<file path="src/rtl/dmac_pkg.sv">
package dmac_pkg;
    localparam int ADDR_W   = 8;
    localparam int STAT_W   = 6;
    localparam int STAT_LSB = 1;

    localparam logic [ADDR_W-1:0] OFF_ID    = 8'h08;
    localparam logic [ADDR_W-1:0] OFF_GCTRL = 8'h10;
    localparam logic [ADDR_W-1:0] OFF_POLL  = 8'h14;
    localparam logic [ADDR_W-1:0] OFF_CHSEL = 8'h18;
    localparam logic [ADDR_W-1:0] OFF_CCTRL = 8'h1C;
    localparam logic [ADDR_W-1:0] OFF_DBASE = 8'h20;
    localparam logic [ADDR_W-1:0] OFF_DCNT  = 8'h24;
    localparam logic [ADDR_W-1:0] OFF_ISTAT = 8'h28;
    localparam logic [ADDR_W-1:0] OFF_IEN   = 8'h2C;
    localparam logic [ADDR_W-1:0] OFF_PSEL  = 8'h40;
    localparam logic [ADDR_W-1:0] OFF_PCTRL = 8'h44;
    localparam logic [ADDR_W-1:0] OFF_GIEN  = 8'hF4;

    localparam int CC_ON     = 0;
    localparam int CC_RST    = 1;
    localparam int CC_TX     = 8;
    localparam int CC_WT     = 16;
    localparam int POLL_DIV4 = 6;
    localparam int POLL_EN   = 31;

    typedef enum logic [2:0] {
        WIN_NONE, WIN_CTRL, WIN_BASE, WIN_CNT, WIN_STAT, WIN_IEN
    } win_e;

    function automatic win_e decode_win(input logic [ADDR_W-1:0] a);
        case (a)
            OFF_CCTRL: return WIN_CTRL;
            OFF_DBASE: return WIN_BASE;
            OFF_DCNT:  return WIN_CNT;
            OFF_ISTAT: return WIN_STAT;
            OFF_IEN:   return WIN_IEN;
            default:   return WIN_NONE;
        endcase
    endfunction
endpackage

</file>
<file path="src/rtl/dmac_selfclr_timer.sv">
module dmac_selfclr_timer #(
    parameter int CYCLES = 4
) (
    input  logic clk,
    input  logic rst_n,
    input  logic start_i,
    output logic busy_o,
    output logic done_o
);
    localparam int CW = $clog2(CYCLES + 1);

    typedef struct packed {
        logic [CW-1:0] cnt;
    } tmr_t;

    tmr_t t_q, t_d;

    always_comb begin
        t_d = t_q;
        if (start_i)
            t_d.cnt = CW'(CYCLES);
        else if (t_q.cnt != '0)
            t_d.cnt = t_q.cnt - 1'b1;
    end

    always_ff @(posedge clk or negedge rst_n) begin
        if (!rst_n) t_q <= '0;
        else        t_q <= t_d;
    end

    assign busy_o = (t_q.cnt != '0);
    assign done_o = (t_q.cnt == CW'(1)) && !start_i;

    // checker: cycles spent busy since the last start
    logic [CW-1:0] age_q;
    always_ff @(posedge clk or negedge rst_n) begin
        if (!rst_n)                  age_q <= '0;
        else if (start_i || !busy_o) age_q <= '0;
        else                         age_q <= age_q + 1'b1;
    end

    assert_start_busy_R4: assert property (@(posedge clk) disable iff (!rst_n)
        start_i |=> busy_o);
    assert_busy_len_R4: assert property (@(posedge clk) disable iff (!rst_n)
        busy_o |-> (age_q < CW'(CYCLES)));
endmodule

</file>
<file path="src/rtl/dmac_chan_slot.sv">
module dmac_chan_slot
    import dmac_pkg::*;
#(
    parameter int CNT_W      = 16,
    parameter int RST_CYCLES = 4
) (
    input  logic              clk,
    input  logic              rst_n,
    input  logic              wr_i,
    input  win_e              win_i,
    input  logic [31:0]       wdata_i,
    input  logic [STAT_W-1:0] evt_i,
    input  logic              gen_en_i,
    output logic [31:0]       ctrl_o,
    output logic [31:0]       base_o,
    output logic [CNT_W-1:0]  cnt_o,
    output logic [STAT_W-1:0] stat_o,
    output logic [STAT_W-1:0] ien_o,
    output logic              irq_o,
    output logic              on_o,
    output logic              busy_o
);
    typedef struct packed {
        logic              on;
        logic              tx;
        logic [1:0]        wt;
        logic [31:0]       base;
        logic [CNT_W-1:0]  cnt;
        logic [STAT_W-1:0] stat;
        logic [STAT_W-1:0] ien;
    } slot_t;

    slot_t s_q, s_d;
    logic [STAT_W-1:0] clr;
    logic start, done;

    assign start = wr_i && (win_i == WIN_CTRL) && wdata_i[CC_RST];

    dmac_selfclr_timer #(.CYCLES(RST_CYCLES)) u_rst_tmr (
        .clk(clk), .rst_n(rst_n), .start_i(start), .busy_o(busy_o), .done_o(done)
    );

    always_comb begin
        s_d = s_q;
        clr = '0;
        if (wr_i) begin
            case (win_i)
                WIN_CTRL: begin
                    s_d.on = wdata_i[CC_ON];
                    s_d.tx = wdata_i[CC_TX];
                    s_d.wt = wdata_i[CC_WT +: 2];
                end
                WIN_BASE: s_d.base = wdata_i;
                WIN_CNT:  s_d.cnt  = wdata_i[CNT_W-1:0];
                WIN_STAT: clr      = wdata_i[STAT_LSB +: STAT_W];
                WIN_IEN:  s_d.ien  = wdata_i[STAT_LSB +: STAT_W];
                default: ;
            endcase
        end
        s_d.stat = (s_q.stat & ~clr) | evt_i;
        if (done) begin
            s_d.on   = 1'b0;
            s_d.stat = '0;
        end
    end

    always_ff @(posedge clk or negedge rst_n) begin
        if (!rst_n) s_q <= '0;
        else        s_q <= s_d;
    end

    assign ctrl_o = {14'b0, s_q.wt, 7'b0, s_q.tx, 6'b0, busy_o, s_q.on};
    assign base_o = s_q.base;
    assign cnt_o  = s_q.cnt;
    assign stat_o = s_q.stat;
    assign ien_o  = s_q.ien;
    assign on_o   = s_q.on;
    assign irq_o  = gen_en_i && |(s_q.stat & s_q.ien);

    assert_w1c_hold_R5: assert property (@(posedge clk) disable iff (!rst_n)
        (!(wr_i && win_i == WIN_STAT) && !done) |=> ((stat_o & $past(stat_o)) == $past(stat_o)));
    assert_rst_clear_R4: assert property (@(posedge clk) disable iff (!rst_n)
        done |=> (stat_o == '0 && !on_o));
endmodule

</file>
<file path="src/rtl/dmac_reg_bank.sv">
module dmac_reg_bank
    import dmac_pkg::*;
#(
    parameter int         NUM_CH     = 20,
    parameter int         NUM_PORT   = 4,
    parameter logic [4:0] HW_REV     = 5'h0A,
    parameter int         CNT_W      = 16,
    parameter int         SEL_W      = 8,
    parameter int         PCTRL_W    = 12,
    parameter int         RST_CYCLES = 4
) (
    input  logic                     clk,
    input  logic                     rst_n,
    input  logic [7:0]               bus_addr,
    input  logic [31:0]              bus_wdata,
    input  logic                     bus_wr,
    input  logic                     bus_rd,
    output logic [31:0]              bus_rdata,
    input  logic [NUM_CH*STAT_W-1:0] evt_i,
    output logic [NUM_CH-1:0]        chan_on_o,
    output logic                     engine_rst_o,
    output logic                     irq_o
);
    localparam int CH_IW = (NUM_CH > 1) ? $clog2(NUM_CH) : 1;
    localparam int PT_IW = (NUM_PORT > 1) ? $clog2(NUM_PORT) : 1;

    typedef struct packed {
        logic [SEL_W-1:0]                     sel_ch;
        logic [SEL_W-1:0]                     sel_port;
        logic                                 poll_en;
        logic                                 poll_div4;
        logic [NUM_CH-1:0]                    gien;
        logic [NUM_PORT-1:0][PCTRL_W-1:0]     pctrl;
        logic [31:0]                          rdata;
    } bank_t;

    bank_t s_q, s_d;

    win_e                          win;
    logic                          ch_ok, pt_ok;
    logic [CH_IW-1:0]              ch_idx;
    logic [PT_IW-1:0]              pt_idx;
    logic [NUM_CH-1:0]             slot_wr, slot_irq, rst_busy;
    logic [NUM_CH-1:0][31:0]       s_ctrl, s_base;
    logic [NUM_CH-1:0][CNT_W-1:0]  s_cnt;
    logic [NUM_CH-1:0][STAT_W-1:0] s_stat, s_ien;
    logic [31:0]                   rd_word;
    logic                          eng_start, eng_busy, eng_done;

    assign win    = decode_win(bus_addr);
    assign ch_ok  = s_q.sel_ch < SEL_W'(NUM_CH);
    assign pt_ok  = s_q.sel_port < SEL_W'(NUM_PORT);
    assign ch_idx = s_q.sel_ch[CH_IW-1:0];
    assign pt_idx = s_q.sel_port[PT_IW-1:0];

    always_comb begin
        slot_wr = '0;
        if (bus_wr && ch_ok && win != WIN_NONE)
            slot_wr[ch_idx] = 1'b1;
    end

    for (genvar c = 0; c < NUM_CH; c++) begin : g_slot
        dmac_chan_slot #(.CNT_W(CNT_W), .RST_CYCLES(RST_CYCLES)) u_slot (
            .clk(clk), .rst_n(rst_n),
            .wr_i(slot_wr[c]), .win_i(win), .wdata_i(bus_wdata),
            .evt_i(evt_i[c*STAT_W +: STAT_W]), .gen_en_i(s_q.gien[c]),
            .ctrl_o(s_ctrl[c]), .base_o(s_base[c]), .cnt_o(s_cnt[c]),
            .stat_o(s_stat[c]), .ien_o(s_ien[c]), .irq_o(slot_irq[c]),
            .on_o(chan_on_o[c]), .busy_o(rst_busy[c])
        );
    end

    assign eng_start = bus_wr && (bus_addr == OFF_GCTRL) && bus_wdata[0];

    dmac_selfclr_timer #(.CYCLES(RST_CYCLES)) u_eng_tmr (
        .clk(clk), .rst_n(rst_n), .start_i(eng_start), .busy_o(eng_busy), .done_o(eng_done)
    );

    always_comb begin
        rd_word = '0;
        case (bus_addr)
            OFF_ID:    rd_word = {12'(NUM_CH), 4'(NUM_PORT), 11'b0, HW_REV};
            OFF_GCTRL: rd_word = {31'b0, eng_busy};
            OFF_POLL:  rd_word = {s_q.poll_en, 24'b0, s_q.poll_div4, 6'b0};
            OFF_CHSEL: rd_word = 32'(s_q.sel_ch);
            OFF_PSEL:  rd_word = 32'(s_q.sel_port);
            OFF_GIEN:  rd_word = 32'(s_q.gien);
            OFF_PCTRL: if (pt_ok) rd_word = 32'(s_q.pctrl[pt_idx]);
            default: begin
                if (ch_ok) begin
                    case (win)
                        WIN_CTRL: rd_word = s_ctrl[ch_idx];
                        WIN_BASE: rd_word = s_base[ch_idx];
                        WIN_CNT:  rd_word = 32'(s_cnt[ch_idx]);
                        WIN_STAT: rd_word = 32'({s_stat[ch_idx], 1'b0});
                        WIN_IEN:  rd_word = 32'({s_ien[ch_idx], 1'b0});
                        default: ;
                    endcase
                end
            end
        endcase
    end

    always_comb begin
        s_d = s_q;
        if (bus_wr) begin
            case (bus_addr)
                OFF_CHSEL: s_d.sel_ch   = bus_wdata[SEL_W-1:0];
                OFF_PSEL:  s_d.sel_port = bus_wdata[SEL_W-1:0];
                OFF_POLL: begin
                    s_d.poll_en   = bus_wdata[POLL_EN];
                    s_d.poll_div4 = bus_wdata[POLL_DIV4];
                end
                OFF_GIEN:  s_d.gien = bus_wdata[NUM_CH-1:0];
                OFF_PCTRL: if (pt_ok) s_d.pctrl[pt_idx] = bus_wdata[PCTRL_W-1:0];
                default: ;
            endcase
        end
        s_d.rdata = bus_rd ? rd_word : s_q.rdata;
    end

    always_ff @(posedge clk or negedge rst_n) begin
        if (!rst_n) s_q <= '0;
        else        s_q <= s_d;
    end

    assign bus_rdata    = s_q.rdata;
    assign engine_rst_o = eng_busy;
    assign irq_o        = |slot_irq;

    assert_gien_mask_R7: assert property (@(posedge clk) disable iff (!rst_n)
        (s_q.gien == '0) |-> !irq_o);
    assert_rdata_hold_R12: assert property (@(posedge clk) disable iff (!rst_n)
        !bus_rd |=> $stable(bus_rdata));
    assert_oob_ignore_R11: assert property (@(posedge clk) disable iff (!rst_n)
        (bus_wr && !ch_ok && rst_busy == '0) |=> $stable(chan_on_o));
    assert_eng_start_R8: assert property (@(posedge clk) disable iff (!rst_n)
        (eng_start && !eng_done) |=> engine_rst_o);
endmodule

</file>
<file path="config.mk">
export PLATFORM = sky130hd
export DESIGN_NAME = dmac_reg_bank
export DESIGN_NICKNAME = d
export VERILOG_FILES = /design/src/rtl/dmac_pkg.sv /design/src/rtl/dmac_selfclr_timer.sv /design/src/rtl/dmac_chan_slot.sv /design/src/rtl/dmac_reg_bank.sv
export SDC_FILE = /design/constraint.sdc
export NUM_CORES = 2
export LEC_CHECK = 0
export ABC_AREA = 1
export BUFFER_PORTS_ARGS = -buffer_cell sky130_fd_sc_hd__buf_2
export CAP_MARGIN = 20
export CELL_PAD_IN_SITES_DETAIL_PLACEMENT = 1
export CELL_PAD_IN_SITES_GLOBAL_PLACEMENT = 1
export CORE_MARGIN = 2
export CORE_UTILIZATION = 40
export CTS_CLUSTER_SIZE = 25
export DETAILED_ROUTE_END_ITERATION = 10
export PLACE_DENSITY = 0.68
export SYNTH_ARGS = -nofsm -noshare
export SYNTH_HDL_FRONTEND = slang
export SYNTH_SLANG_ARGS = --single-unit
</file>
<file path="constraint.sdc">
create_clock -name clk -period 3.4 [get_ports clk]
set_input_delay 0.51 -clock clk [delete_from_list [all_inputs] [get_ports clk]]
set_output_delay 0.51 -clock clk [all_outputs]
set_load 0.05 [all_outputs]
</file>
Word-level counts from Yosys, hierarchy flattened
Index checks and enable logic that the tools add are counted.
{ "classes": {"addsub": 21, "mul": 0, "n_div": 0, "n_lt_le_gt_ge": 6, "n_eq_ne": 37, "shifts": 0, "muxes": 206, "bitwise_logic": 80, "n_reduce_logical": 315} }
{ "ops": {"columns": ["cell", "n"], "rows": [
  ["two-way mux 52 bit", 20],
  ["two-way mux 32 bit", 23],
  ["two-way mux 16 bit", 21],
  ["binary-select mux 32 bit (select 5 bit)", 2],
  ["two-way mux 6 bit", 43],
  ["bitwise AND 6 bit", 40],
  ["one-hot mux 32 bit (7 select lines)", 1],
  ["AND reduction 2 bit", 104],
  ["one-hot mux 32 bit (5 select lines)", 1],
  ["two-way mux 3 bit", 42],
  ["nonzero test 2 bit", 61],
  ["NOT 6 bit", 20],
  ["OR 6 bit", 20],
  ["OR reduction 6 bit", 20],
  ["logical AND 1 bit", 86],
  ["binary-select mux 16 bit (select 5 bit)", 1],
  ["two-way mux 4 bit", 20],
  ["nonzero test 3 bit", 22],
  ["equality test 3 x 1 -> 1 bit (second input constant)", 21],
  ["subtractor 3 x 1 -> 3 bit (second input constant)", 21],
  ["binary-select mux 6 bit (select 5 bit)", 2],
  ["bitwise mux 48 bit", 1],
  ["two-way mux 12 bit", 3],
  ["equality test 8 x 5 -> 1 bit (second input constant)", 4],
  ["other kinds (21)", 66]
]} }
{ "totals": {"regBits": 1461, "latch_bits": 0, "mem_bits_rw": 0, "rom_bits": 0, "input_bits": 164, "output_inout_bits": 54, "elab_cells": 836, "mem_count": 0} }

Logic depth before layout (Yosys ltp)
{ "depth": {"word_depth": 11, "ltp_mapped": 17, "ltp_nobuf": 14} }

Hierarchy
A second synthesis with hierarchy kept.
{ "unflattened": {"hier_cells": 11314, "hier_area_um2": 82016.2} }
{ "modules_own_cells": {"columns": ["mod", "n_inst", "cells_each", "area_per_inst_um2", "seq_area_each_um2"], "rows": [
  ["dmac_chan_slot", 20, 316, 2792.7, 1601.5],
  ["dmac_reg_bank", 1, 4469, 22089.9, 2952.8],
  ["dmac_selfclr_timer", 21, 25, 193.9, 75.1]
]} }

Worst setup path after synthesis
OpenSTA, ideal clock, no wires.
{ "synth_path": {"kind": "input to register", "from": "input bus_addr[7]", "to": "register g_slot[9].u_slot.s_q, in the netlist g_slot[9].u_slot.base_o[15]", "setup_ns": 0.129, "t_arrival_ns": 2.136, "required_ns": 3.271, "setup_slack_ns": 1.135, "path_stages": 12, "path_buffers": 2, "cell_sequence": "nor2_2 > nand2_1 > inv_2 > nand2_2 > o21ai_2 > nand2_4 > buf_6 > nor3_4 > nand2_4 > buf_2 > nand2_1 > o21ai_2"} }
{ "synth_between": {"elab_chain_len": 6, "elab_cells_between_ends": 11, "cone_classes": "eq/ne (6); mux (2); reduce/logical (3)"} }
{ "synth_rtl": {"columns": ["element", "line_no", "rtl"], "rows": [
  ["start: declaration", "dmac_reg_bank.sv:14", "input logic [7:0] bus_addr,"],
  ["equality test 8 x 6 -> 1 bit or equality test 8 x 5 -> 1 bit (tied branches)", "dmac_pkg.sv:31", "case (a)"],
  ["one-hot mux 3 bit (5 select lines) *", "dmac_pkg.sv:31", null],
  ["nonzero test 3 bit", "dmac_reg_bank.sv:58", "if (bus_wr && ch_ok && win != WIN_NONE)"],
  ["logical AND 1 bit", "dmac_reg_bank.sv:58", null],
  ["two-way mux 20 bit", "dmac_reg_bank.sv:58", null],
  ["AND reduction 2 bit (no source line) *", null, null],
  ["end signal: assignment", "dmac_chan_slot.sv:68", "if (!rst_n) s_q <= '0;"],
  ["end signal: assignment", "dmac_chan_slot.sv:69", "else s_q <= s_d;"],
  ["end: declaration", "dmac_chan_slot.sv:33", "slot_t s_q, s_d;"]
]} }
Every way passes the cells marked *; elsewhere a longest branch is shown, timed or not.
A chain may end at the register's enable or synchronous reset.

Worst setup path after layout
{ "layout_path": {"from": "register g_slot[18].u_slot.s_q, in the netlist g_slot[18].u_slot.ien_o[2]", "to": "output irq_o"} }
{ "layout_between": {"elab_chain_len": 4} }
{ "layout_rtl": {"columns": ["element", "line_no", "rtl"], "rows": [
  ["start: declaration", "dmac_chan_slot.sv:33", null],
  ["start signal: assignment", "dmac_chan_slot.sv:68", null],
  ["start signal: assignment", "dmac_chan_slot.sv:69", null],
  ["bitwise AND 6 bit", "dmac_chan_slot.sv:78", "assign irq_o = gen_en_i && |(s_q.stat & s_q.ien);"],
  ["OR reduction 6 bit", "dmac_chan_slot.sv:78", null],
  ["logical AND 1 bit", "dmac_chan_slot.sv:78", null],
  ["OR reduction 20 bit", "dmac_reg_bank.sv:129", "assign irq_o = |slot_irq;"],
  ["end: declaration", "dmac_reg_bank.sv:22", "output logic irq_o"]
]} }
Every way passes these cells.

==> flow_metrics.env <==
export IMPL_synth_area_top_cells="dfrtp_1, nand2_1, o21ai_0"
export IMPL_postSynth_asyncResetShare_pct=100
export IMPL_syn_inst=8232
export IMPL_ys_types=43
export IMPL_post_synth_top_count_cell="nand2_1"
export IMPL_yosysTopAreaCellShare_pct=54.2
export IMPL_cts_root_buffer_cell="clkbuf_16"
export IMPL_port_buffers=217
export IMPL_tritoncts_num_buffers=168
export IMPL_synthToLayoutAreaGrowth_pct=16.2
export IMPL_critPathMaxFanout=3
export IMPL_timing_clock_skew_ns=0.0591
export IMPL_gp_congestion=0.954
export IMPL_max_clock_freq_mhz=310
export IMPL_die_x_um=415
export IMPL_mappedNetlistNets=8458
export IMPL_synth_seq_cells=1461
export IMPL_h_tree_depth=4
export IMPL_cts_tree="done"
export IMPL_gr_usage_all_layers_pct=31.1
export IMPL_die_area_mm2=0.172
export IMPL_timing_final_crit_period_ns=3.23
export IMPL_grt_pass1_vias=62296
export IMPL_clock_path_buffers=3
export IMPL_endpoint_kind="primary output"
export IMPL_design_core_area_mm2=0.167
export IMPL_clkSinkCount=1461
export IMPL_grt_max_degree=92
export IMPL_cts_setup_buffers=0
export IMPL_detail_route_drc_violations=0
export IMPL_top_ports=218
export IMPL_fin_crit_sh_pct=94.9
export IMPL_worstSkewPairLatency_ns=0.86
export IMPL_synth_area_per_cell_um2=8.19
export IMPL_path_class="flop to primary output"
export IMPL_timing_final_setup_violations=0
export IMPL_finalHoldViolations=0
export IMPL_finalWirelength_mm=267
export IMPL_worstPathArrival_ns=2.72
export IMPL_synth_cell_area_mm2=0.0674
export IMPL_p_leak_nw=37.1
export IMPL_power_per_unit_of_standard_cell_area_mw_per_mm2=530
export IMPL_number_of_nets_in_the_final_layout=8598
export IMPL_max_cap_violations=0
export IMPL_grt_pass1_wl_mm=405
export IMPL_die_h_um=415
export IMPL_report_final_slew_viol_count=0
export IMPL_cp_start_kind="flop"
export IMPL_post_route_cells_drive_above_1_share_pct=10.1
export IMPL_timing_hold_worst_class="primary input to flop"
export IMPL_slew_headroom_pct=28.9
export IMPL_yosysTopAreaCell="dfrtp_1"
export IMPL_start_util_pct=40.3
export IMPL_crit_required_ns=2.89
export IMPL_route_detailed_wl_per_inst_um=24.9
export IMPL_synth_enable_flop_cells=0
export IMPL_status="complete, no violations"
export IMPL_yosys_top_cells_count="nand2_1, dfrtp_1, o21ai_0"
export IMPL_path_clk_slew_ns=0.06
export IMPL_via_per_instance_ratio=5.58
export IMPL_floorplan_rows=150
export IMPL_drtAntennaViolNets=0
export IMPL_antenna_violations_before_repair=12
export IMPL_first_iter_violations=4520
export IMPL_synth_ff_type="dfrtp_1"
export IMPL_timing_worst_slew_pin_value_ns=1.07
export IMPL_post_dp_hpwl_mm=174
export IMPL_globalRoute_totalOverflow=0
export IMPL_synth_warning_count=0
export IMPL_route_vias_total=59808
export IMPL_finalHoldWorstSlack_ns=0.105
export IMPL_yosysSeqAreaShare_pct=54.2
export IMPL_setup_tns_ns=0
export IMPL_peakVddDrop_mv=0.433
export IMPL_detailedRoute_firstPassIterationCount=5
critical path: stages, from the launching register on:
cell      delay, ns
dfrtp_1        0.43
nand2_1        0.08
nand2_1        0.05
a221oi_1       0.25
nand3_1        0.11
nand2_1        0.10
nand2_1        0.08
nor2_2         0.21
nand2_1        0.09
nor2_1         0.15
nand2_1        0.10
buf_2          0.22
power by group:
group	internal, mW	leakage, nW	switching, mW	total, mW
clock network	10.8	2.78	7.92	18.8
logic	1.37	14.6	3.21	4.58
registers	17.8	19.8	0.380	18.2
total	30.0	37.1	11.5	41.5
registers in the layout (all words and copies together), names as in the netlist:
signal                       flops
bus_rdata                       32
u_eng_tmr.t_q                    3
s_q                             79
g_slot.u_slot.ien_o            120
g_slot.u_slot.base_o           640
g_slot.u_slot.stat_o           120
g_slot.u_slot.ctrl_o            60
g_slot.u_slot.cnt_o            320
g_slot.u_slot.u_rst_tmr.t_q     60
pt_idx                           2
g_slot.u_slot.on_o              20
ch_idx                           5
cell usage in the layout (no fill, tap or decap), drive strengths merged, types with 15 or more instances in the layout:
cell,instances
nand3,164
nor2,694
or2,15
o21ai,1594
nor3,42
o211ai,28
nand2,2374
a21boi,58
clkinv,35
o22ai,254
inv,517
clkbuf,255
buf,468
xnor2,17
a21oi,158
dfrtp,1461
a22oi,23
dlygate4sd3,122
ha,62
nand4,85
worst paths after layout:
| kind | startpoint | slack, ns | cells after the start | endpoint |
|---|---|---|---|---|
| min | bus_wdata[0] | 0.11 | 3 | g_slot[3].u_slot.on_o |
| min reg2reg | g_slot[6].u_slot.cnt_o[11] | 0.48 | 2 | g_slot[6].u_slot.cnt_o[11] |
| max in group asynchronous | rst_n | 2.07 | 4 | g_slot[11].u_slot.base_o[31] |
| min in group asynchronous | rst_n | 0.22 | 2 | g_slot[4].u_slot.stat_o[0] |
| max reg2reg | ch_idx[0] | 0.28 | 12 | bus_rdata[4] |
| max | g_slot[18].u_slot.ien_o[2] | 0.17 | 11 | irq_o |
layer usage:
layer	vias up	global-route usage (%)	share of wire, %
met5	-	0	0.020
met4	8	14.4	5.1
met3	542	3.90	4.6
met2	1582	51.4	47
met1	30493	40.6	43
li1	27183	-	-
through the flow:
stage,cell area (um^2),utilization (%),instances,total power [mW],worst slack (ns)
2_1_floorplan,67400,-,8232,20.8,1.13
3_3_place_gp,71400,42.7,10284,22.8,0.372
3_5_place_dp,71400,42.7,10284,23.0,0.289
4_1_cts,78300,46.8,10705,41.8,0.0222
5_1_grt,78300,46.8,10705,43.1,-0.0110
6_report,78300,46.8,10709,41.5,0.173
cell type report:
cell class | count | area (um^2)
multi-input combinational | 5632 | 26300
inverter | 519 | 1950
antenna | 4 | 10.0
timing repair buffer | 590 | 5020
sequential | 1461 | 36600
tap | 2204 | 2760
clock inverter | 44 | 749
fill | 19713 | 88900
clock buffer | 255 | 4960
cell families after synthesis:
group / Yosys count / synth area share, %
and+or+nand+nor: 3378 / 20.1
xor gates and xnor gates: 18 / 0.234
buffers and inverters: 1139 / 6.95
AOI/OAI and AO/OA: 2174 / 17.3
DFF: 1461 / 54.2
adders and majority gates: 62 / 1.15
what timing repair did:
item | in CTS | in global routing
setup endpoints to repair | 0 | 1
hold buffers | 122 | 0
endpoints found under the hold margin | 324 | 0
gates resized for setup | 0 | 2
Note: power is estimated with default switching activity, not from simulation.
